## config.mk

```make
export PLATFORM = sky130hd
export DESIGN_NAME = crcchk_top
export DESIGN_NICKNAME = d
export VERILOG_FILES = /design/src/rtl/crcchk_pkg.sv /design/src/rtl/crcchk_matrix.sv /design/src/rtl/crcchk_ctrl.sv /design/src/rtl/crcchk_dpath.sv /design/src/rtl/crcchk_top.sv
export SDC_FILE = /design/constraint.sdc
export NUM_CORES = 2
export LEC_CHECK = 0
export ABC_CLOCK_PERIOD_IN_PS = 6130
export BUFFER_PORTS_ARGS = -buffer_cell sky130_fd_sc_hd__buf_2
export CORE_UTILIZATION = 55
export CTS_CLUSTER_SIZE = 12
export DETAILED_ROUTE_END_ITERATION = 8
export GPL_TIMING_DRIVEN = 0
export PLACE_DENSITY = 0.71
export RECOVER_POWER = 25
export SLEW_MARGIN = 20
export SYNTH_ARGS = -nofsm -noshare
export SYNTH_HDL_FRONTEND = slang
export SYNTH_SLANG_ARGS = --single-unit
export TNS_END_PERCENT = 20
```

## constraint.sdc

```tcl
create_clock -name clk -period 6.13 [get_ports clk]
set_input_delay 0.613 -clock clk [delete_from_list [all_inputs] [get_ports clk]]
set_output_delay 0.613 -clock clk [all_outputs]
set_load 0.02 [all_outputs]
```

## src/rtl/crcchk_pkg.sv

```systemverilog
package crcchk_pkg;

  parameter int unsigned CHK_DATA_W = 32;
  parameter int unsigned CHK_CRC_W  = 16;

  typedef enum logic [1:0] {
    ST_IDLE = 2'd0,
    ST_BODY = 2'd1,
    ST_TAIL = 2'd2
  } chkState_t;

  // strobes from control to datapath
  typedef struct packed {
    logic loadSeed;
    logic advance;
    logic check;
    logic suppress;
    logic inject;
  } chkStrobe_t;

endpackage

```

## src/rtl/crcchk_matrix.sv

```systemverilog
module crcchk_matrix #(
  parameter int unsigned DATA_W = crcchk_pkg::CHK_DATA_W,
  parameter int unsigned CRC_W  = crcchk_pkg::CHK_CRC_W,
  parameter logic [CRC_W-1:0] POLY = 16'h1021,
  localparam int unsigned IN_W   = DATA_W + CRC_W,
  localparam int unsigned ROW_AW = $clog2(CRC_W)
) (
  input  logic              clk,
  input  logic              rstN,
  input  logic              mtxWe,
  input  logic [ROW_AW-1:0] mtxRow,
  input  logic [IN_W-1:0]   mtxData,
  input  logic [CRC_W-1:0]  crcIn,
  input  logic [DATA_W-1:0] dataIn,
  output logic [CRC_W-1:0]  crcNext
);

  // Derive the reset rows by running a unit vector through the serial update
  function automatic logic [CRC_W-1:0][IN_W-1:0] buildRows(logic [CRC_W-1:0] poly);
    logic [CRC_W-1:0][IN_W-1:0] m;
    logic [IN_W-1:0]   vec;
    logic [CRC_W-1:0]  c;
    logic [DATA_W-1:0] d;
    logic              fb;
    m = '0;
    for (int col = 0; col < int'(IN_W); col++) begin
      vec = '0;
      vec[col] = 1'b1;
      c = vec[IN_W-1:DATA_W];
      d = vec[DATA_W-1:0];
      for (int b = int'(DATA_W) - 1; b >= 0; b--) begin
        fb = c[CRC_W-1] ^ d[b];
        c  = {c[CRC_W-2:0], 1'b0} ^ (fb ? poly : '0);
      end
      for (int i = 0; i < int'(CRC_W); i++) m[i][col] = c[i];
    end
    return m;
  endfunction

  localparam logic [CRC_W-1:0][IN_W-1:0] RESET_ROWS = buildRows(POLY);

  logic [CRC_W-1:0][IN_W-1:0] rows;
  logic [IN_W-1:0] operand;

  assign operand = {crcIn, dataIn};

  always_ff @(posedge clk or negedge rstN) begin
    if (!rstN) begin
      rows <= RESET_ROWS;
    end else if (mtxWe) begin
      rows[mtxRow] <= mtxData;
    end
  end

  // one parity tree per next-state bit
  for (genvar i = 0; i < int'(CRC_W); i++) begin : g_row
    assign crcNext[i] = ^(rows[i] & operand);
  end

  a_r6_row_write: assert property (@(posedge clk) disable iff (!rstN)
    mtxWe |=> rows[$past(mtxRow)] == $past(mtxData))
    else $error("R6: matrix row not loaded");

endmodule

```

## src/rtl/crcchk_ctrl.sv

```systemverilog
module crcchk_ctrl
  import crcchk_pkg::*;
(
  input  logic       clk,
  input  logic       rstN,
  input  logic       inValid,
  input  logic       inSop,
  input  logic       inEop,
  input  logic       bypass,
  input  logic       errInject,
  output chkStrobe_t stb
);

  chkState_t state, stateNext;

  always_comb begin
    stateNext    = state;
    stb          = '0;
    stb.suppress = bypass;
    stb.inject   = errInject;
    if (inValid) begin
      if (inSop) begin
        // a start always restarts, whatever was pending
        stb.loadSeed = 1'b1;
        stb.advance  = 1'b1;
        stateNext    = inEop ? ST_TAIL : ST_BODY;
      end else begin
        unique case (state)
          ST_BODY: begin
            stb.advance = 1'b1;
            if (inEop) stateNext = ST_TAIL;
          end
          ST_TAIL: begin
            stb.check = 1'b1;
            stateNext = ST_IDLE;
          end
          default: stateNext = ST_IDLE;
        endcase
      end
    end
  end

  always_ff @(posedge clk or negedge rstN) begin
    if (!rstN) state <= ST_IDLE;
    else       state <= stateNext;
  end

  a_r3_check_in_tail: assert property (@(posedge clk) disable iff (!rstN)
    stb.check |-> (state == ST_TAIL && inValid && !inSop))
    else $error("R3: check outside CRC slot");

  a_r9_sop_starts: assert property (@(posedge clk) disable iff (!rstN)
    (inValid && inSop && !inEop) |=> state == ST_BODY)
    else $error("R9: start-of-packet did not restart");

  a_r11_single_word: assert property (@(posedge clk) disable iff (!rstN)
    (inValid && inSop && inEop) |=> state == ST_TAIL)
    else $error("R11: single-word packet not awaiting CRC");

  a_r10_gap_hold: assert property (@(posedge clk) disable iff (!rstN)
    !inValid |=> $stable(state))
    else $error("R10: state moved on idle cycle");

endmodule

```

## src/rtl/crcchk_dpath.sv

```systemverilog
module crcchk_dpath
  import crcchk_pkg::*;
#(
  parameter int unsigned CRC_W = CHK_CRC_W,
  parameter logic [CRC_W-1:0] SEED = 16'hFFFF
) (
  input  logic             clk,
  input  logic             rstN,
  input  chkStrobe_t       stb,
  input  logic [CRC_W-1:0] rxCrc,
  input  logic [CRC_W-1:0] crcNext,
  output logic [CRC_W-1:0] crcIn,
  output logic             chkDone,
  output logic             chkErr
);

  logic [CRC_W-1:0] crcReg;
  logic [CRC_W-1:0] diff;
  logic             report;

  assign crcIn  = stb.loadSeed ? SEED : crcReg;
  assign diff   = crcReg ^ rxCrc;
  assign report = stb.check & ~stb.suppress;

  always_ff @(posedge clk or negedge rstN) begin
    if (!rstN) begin
      crcReg  <= SEED;
      chkDone <= 1'b0;
      chkErr  <= 1'b0;
    end else begin
      if (stb.advance) crcReg <= crcNext;
      chkDone <= report;
      chkErr  <= report & ((|diff) | stb.inject);
    end
  end

  a_r4_single_pulse: assert property (@(posedge clk) disable iff (!rstN)
    chkDone |=> !chkDone)
    else $error("R4: done longer than one cycle");

  a_r4_err_with_done: assert property (@(posedge clk) disable iff (!rstN)
    chkErr |-> chkDone)
    else $error("R4: error without done");

  a_r5_mismatch: assert property (@(posedge clk) disable iff (!rstN)
    (stb.check && !stb.suppress && (crcReg != rxCrc)) |=> chkErr)
    else $error("R5: mismatch not flagged");

  a_r7_bypass_quiet: assert property (@(posedge clk) disable iff (!rstN)
    (stb.check && stb.suppress) |=> (!chkDone && !chkErr))
    else $error("R7: pulse under bypass");

  a_r8_inject: assert property (@(posedge clk) disable iff (!rstN)
    (stb.check && !stb.suppress && stb.inject) |=> chkErr)
    else $error("R8: injected error missing");

  a_r10_crc_hold: assert property (@(posedge clk) disable iff (!rstN)
    !stb.advance |=> $stable(crcReg))
    else $error("R10: CRC changed without a payload word");

endmodule

```

## src/rtl/crcchk_top.sv

```systemverilog
module crcchk_top
  import crcchk_pkg::*;
#(
  parameter int unsigned DATA_W = CHK_DATA_W,
  parameter int unsigned CRC_W  = CHK_CRC_W,
  parameter logic [CRC_W-1:0] POLY = 16'h1021,
  parameter logic [CRC_W-1:0] SEED = 16'hFFFF,
  localparam int unsigned IN_W   = DATA_W + CRC_W,
  localparam int unsigned ROW_AW = $clog2(CRC_W)
) (
  input  logic              clk,
  input  logic              rstN,
  input  logic              inValid,
  input  logic              inSop,
  input  logic              inEop,
  input  logic [DATA_W-1:0] inData,
  input  logic              mtxWe,
  input  logic [ROW_AW-1:0] mtxRow,
  input  logic [IN_W-1:0]   mtxData,
  input  logic              bypass,
  input  logic              errInject,
  output logic              chkDone,
  output logic              chkErr
);

  chkStrobe_t       stb;
  logic [CRC_W-1:0] crcIn;
  logic [CRC_W-1:0] crcNext;

  crcchk_ctrl ctrl_i (
    .clk       (clk),
    .rstN      (rstN),
    .inValid   (inValid),
    .inSop     (inSop),
    .inEop     (inEop),
    .bypass    (bypass),
    .errInject (errInject),
    .stb       (stb)
  );

  crcchk_matrix #(.DATA_W(DATA_W), .CRC_W(CRC_W), .POLY(POLY)) matrix_i (
    .clk     (clk),
    .rstN    (rstN),
    .mtxWe   (mtxWe),
    .mtxRow  (mtxRow),
    .mtxData (mtxData),
    .crcIn   (crcIn),
    .dataIn  (inData),
    .crcNext (crcNext)
  );

  // only the low half of the trailing word is the received CRC
  crcchk_dpath #(.CRC_W(CRC_W), .SEED(SEED)) dpath_i (
    .clk     (clk),
    .rstN    (rstN),
    .stb     (stb),
    .rxCrc   (inData[CRC_W-1:0]),
    .crcNext (crcNext),
    .crcIn   (crcIn),
    .chkDone (chkDone),
    .chkErr  (chkErr)
  );

endmodule

```

# Word-level counts from Yosys, hierarchy flattened

Cells that the tools add are included.

Input bits: 92
Logic and storage cells: 79
Output and inout port bits: 2
Bits in registers: 788

$lt $le $gt $ge: 2
Bitwise operators: 21
Reductions and logical operators: 19
Equal/unequal tests: 3
Multiplexer cells: 14

Operators with widths:

| kind                                                               | number |
|---|---|
| bitwise AND 48 bit                                                 | 16 |
| bitwise mux 768 bit                                                | 1 |
| XOR reduction 48 bit                                               | 16 |
| demux 48 bit (select 4 bit)                                        | 1 |
| two-way mux 48 bit                                                 | 1 |
| two-way mux 16 bit                                                 | 1 |
| OR reduction 16 bit                                                | 1 |
| XOR 16 bit                                                         | 1 |
| two-way mux 2 bit                                                  | 4 |
| less-than comparator 4 x 5 -> 1 bit (second input constant)        | 1 |
| two-way mux 1 bit                                                  | 5 |
| greater-or-equal comparator 4 x 1 -> 1 bit (second input constant) | 1 |
| two-way mux 3 bit                                                  | 1 |
| != test 3 bit (second input constant)                              | 1 |
| bitwise AND 1 bit                                                  | 2 |
| == test 2 x 1 -> 1 bit (second input constant)                     | 1 |
| == test 2 bit (second input constant)                              | 1 |
| AND reduction 2 bit                                                | 1 |
| logical AND 1 bit                                                  | 1 |
| inverter 1 bit                                                     | 1 |
| bitwise OR 1 bit                                                   | 1 |

# Logic depth before layout (Yosys ltp)

Depth in word-level cells: 7
Depth in mapped cells: 11

# Hierarchy

Synthesis repeated with hierarchy kept, for this count alone.

Cell total of the unflattened synthesis: 3381
Area total of the unflattened synthesis: 40622.7 um2

By module, submodules not included:

| module        | cells each | sequential area each (um2) | times used | area an instance (um2) |
|---|---|---|---|---|
| crcchk_matrix | 3290       | 19653.8                    | 1          | 39530.4 |
| crcchk_dpath  | 76         | 470.5                      | 1          | 949.7 |
| crcchk_ctrl   | 15         | 50.0                       | 1          | 142.6 |

# Worst setup path after synthesis

OpenSTA, ideal clock, no wires.

Kind: in2reg
From: in inSop
To: reg dpath_i.crcReg[13]
Stages: 10
Setup time: 0.089 ns
Path buffers: 2
Data arrival time: 2.194 ns
Required time: 6.041 ns
Slack: 3.847 ns
Path through: buf_6 buf_6 a22o_2 and3_1 nor3_1 xnor2_1 xnor2_1 xnor2_1 xnor2_1 o21ai_1

Word-level cells in the longest chain between the ends: 5
Elaborated cells on any way between the ends: 6
Classes of those cells: 4 x mux; 1 x bitwise; 1 x reduce/logical

RTL lines:

| what                  | RTL line            | RTL |
|---|---|---|
| start, declared       | crcchk_top.sv:14    | `input logic inSop,` |
| two-way mux 1 bit     | crcchk_ctrl.sv:22   | `if (inSop) begin` |
| two-way mux 3 bit (*) | crcchk_ctrl.sv:21   | `if (inValid) begin` |
| two-way mux 16 bit    | crcchk_dpath.sv:21  | `assign crcIn = stb.loadSeed ? SEED : crcReg;` |
| bitwise AND 48 bit    | crcchk_matrix.sv:57 | `assign crcNext[i] = ^(rows[i] & operand);` |
| XOR reduction 48 bit  | crcchk_matrix.sv:57 |  |
| end signal, assigned  | crcchk_dpath.sv:31  | `if (stb.advance) crcReg <= crcNext;` |
| end, declared         | crcchk_dpath.sv:17  | `logic [CRC_W-1:0] crcReg;` |

Every way passes the cells marked *; elsewhere a longest branch is shown, timed or not.
A chain may end at the register's enable or synchronous reset.

==> impl_metrics.yaml <==
status:
  status: "finished with violations"
  violations: "design-rule violations, max-capacitance violations, max-slew violations"
layout:
  fin_util_pct: 62.2
  layout_commonest_cell: "mux2_2"
  area_growth_pct: 11.4
  drive_above_1_share_pct: 38.8
  final_nets: 3770
  layout_common_cells: "mux2_2 (768), nand2_1 (570), xnor2_1 (478)"
clock_tree:
  cts_setup_buffers: 0
  ctsHtreeMaxLevel: 3
  cts_max_path_buffers: 3
  cts_num_sinks: 788
  cts_tree: "done"
  clkTransAtPathRegs_ns: 0.06
  clockRootBuffer: "clkbuf_16"
  insertion_delay_ns: 0.67
  cts-buffers-inserted: 87
synth:
  ys_types: 43
  async_flop_share_pct: 100
  synth_edf_count: 0
  synth_area_um2: 40900
  synth_top_area_share_pct: 25.9
  ys_top_cells_by_area: "dfrtp_1 (26%), dfstp_2 (23%), mux2_2 (21%)"
  synth-seq-cells: 788
  yosysTopAreaCell: "dfrtp_1"
  syn-instance-count: 3520
  synth_ff_type: "dfrtp_1"
  ys_seq_area_share_pct: 49.3
  yosys_warnings: 0
  synth.net_count: 3612
  avgSynthCellArea_um2: 11.6
critical_path:
  crit_family: "buffers and inverters"
  cp_cell_sequence: "dlygate4sd3_1 -> clkbuf_1 -> buf_16 -> buf_16 -> buf_16"
  crit_path_max_fanout: 77
  reg2regPathDepth: 10
  critPathLaunchType: "primary input"
  worst_ep_required_time_ns: 6.89
  worst-r2r-setup-slack_ns: 2.85
  worst_setup_path_end_kind: "asynchronous set/reset pin"
  critPathArrivalTime_ns: 4.86
  slowest_delay_ns: 2.52
  critical_path_class: "primary input to asynchronous set/reset pin"
  worstReg2RegEnd: "dpath_i.crcReg[4]$_DFFE_PN1P_"
  path_buf_inv: 5
  crit_top_cell: "buf_16"
  cp_slowest_cell: "clkbuf_1"
  r2r_start: "dpath_i.crcReg[4]$_DFFE_PN1P_"
floorplan:
  std_cell_rows: 99
  io_pins: 94
  dieHeight_um: 275
  initial_core_util_pct: 55.8
  die-width_um: 275
  die-area_um2: 75500
  coreArea_um2: 73300
pwr:
  vdd.ir_drop.worst_uv: 307
  p_per_area_nw_per_um2: 486
  leakage_nw: 18.2
  power_mw: 22.2
detailed_routing:
  wl_per_cell_um: 27.2
  wl_met1_um: 52900
  drc: 9
  route.met2.wl_um: 59000
  vias: 28269
  drt_first_iter_violations: 2582
  firstDrtPassIters: 8
  ant_nets: 0
  vias_per_cell: 6.00
  routed_wl_um: 128000
  met3WireLength_um: 9880
  top_layer: "met5"
min_path:
  hold_path_startpoint: "inEop"
  hold_depth: 2
  hp-class: "primary input to register"
  holdPathEnd: "ctrl_i.state[0]$_DFFE_PN0P_"
timing:
  fmax_mhz: 244
  slew_headroom_pct: -141
  finalHoldViolCount: 0
  setup_violations: 0
  finClkSkew_ns: 0.0320
  max_slew.worst_pin.slew_ns: 3.61
  slew_violations: 58
  min_period_ns: 4.10
  rsz0062_at_grt: "false"
  finalCritPeriodShare_pct: 66.8
place:
  dp_hpwl_um: 91700
  place_congestion: 0.935
  portBuffers: 59
global_routing:
  grt_pass1_vias: 27861
  grt_util_all_layers_pct: 34.4
  grt_pass1_wl_um: 188000
  gr-total-overflow: 0
  grt_max_degree: 97
  antenna_found_initial: 4
flow_run:
  max_cap_viol_count: 1
[worst reg2reg max path, stage by stage, from the launching register on]
cell,delay [ns]
dfstp_2,0.51
clkbuf_1,0.48
a21o_4,0.23
buf_6,0.17
a21oi_1,0.06
nor3_1,0.60
xnor2_1,0.18
xnor2_1,0.37
xnor2_1,0.15
xnor2_1,0.33
o21ai_1,0.10
[per-stage QoR]
stage,worst slack [ns],instance area (um2),hold slack (ns),TNS (ns),instances
6_report,2.03,45600,0.186,0,4715
5_1_grt,1.41,45600,0.195,0,4710
4_1_cts,2.86,45600,0.167,0,4710
3_5_place_dp,2.35,42700,0.467,0,4547
3_3_place_gp,-12.45,42400,0.469,-7830.16,4538
2_1_floorplan,3.85,40900,0.317,0,3520
[per-layer routing]
layer  up-vias  global-route usage [%]
li1      12343                       -
met2      1114                    54.7
met3       292                    7.02
met1     14518                    45.5
met5         -                       0
met4         2                    15.9
[worst max path at each step]
stage,from,end,cells past startpoint
global placement,rstN,matrix_i.rows[402]$_DFFE_PN0P_,1
floorplan,inSop,dpath_i.crcReg[13]$_DFFE_PN1P_,10
finish,rstN,matrix_i.rows[539]$_DFFE_PN1P_,5
global route,rstN,matrix_i.rows[11]$_DFFE_PN1P_,5
detailed placement,inData[5],dpath_i.crcReg[0]$_DFFE_PN1P_,10
CTS,dpath_i.crcReg[9]$_DFFE_PN1P_,dpath_i.crcReg[7]$_DFFE_PN1P_,9
[area by class of cell]
cell class,instances,area (um2)
multi-input cells,2485,19700
inverters,2,7.51
plain buffers,245,1110
clock buffers,138,2580
clock inverters,24,337
fillers,6013,27700
well taps,959,1200
repair buffers,69,549
diodes,5,12.5
flip-flops and latches,788,20200
[state kept, by name, summed over array words and instances, names as in the netlist]
| name | flops |
|---|---|
| matrix_i.rows | 768 |
| dpath_i.crcReg | 16 |
| ctrl_i.state | 2 |
| dpath_i.chkDone | 1 |
| dpath_i.chkErr | 1 |
[cells by family (layout without fill, tap and decap cells)]
group           count (synthesis)  after routing  synth area share, %
flops                         788            788                 49.3
mux                           768            768                 21.1
simple gates                  678            678                 6.67
xor+xnor                      640            640                 13.7
compound gates                399            399                 6.50
buf+inv                       247            478                 2.75
other cells                     0              5                    0
[repair_timing]
item | CTS | global route
setup endpoints to repair | 0 | 0
resized for setup | 0 | 0
hold buffers | 1 | 0
hold endpoints to repair | 30 | 0
[where the power goes]
group / leakage [nW] / internal (mW) / switching, mW / total (mW)
clock: 1.43 / 3.15 / 2.22 / 5.37
combinational: 7.70 / 4.03 / 5.08 / 9.11
sequential: 9.02 / 6.89 / 0.805 / 7.70
[cells in the mapped netlist, types with 2 or more instances]
library cell and number:
nand3b_1 2, and3_1 26, buf_4 12, buf_6 8
buf_1 46, nor2_1 26, xor2_1 162, dfrtp_1 424
dfstp_2 364, nand2_1 570, mux2_2 768, or3_1 2
nand2b_1 6, inv_1 2, a21oi_1 250, a21o_2 9
nor3_1 33, a22o_1 11, a311oi_1 62, xnor2_1 478
a21o_4 7, a311oi_2 22, o21ai_0 2, o21ai_1 17
clkbuf_1 117, a211oi_1 10, buf_2 61, a22oi_1 4
nor4_1 4, nor2b_1 2
Note: power is estimated with default switching activity, not from simulation.
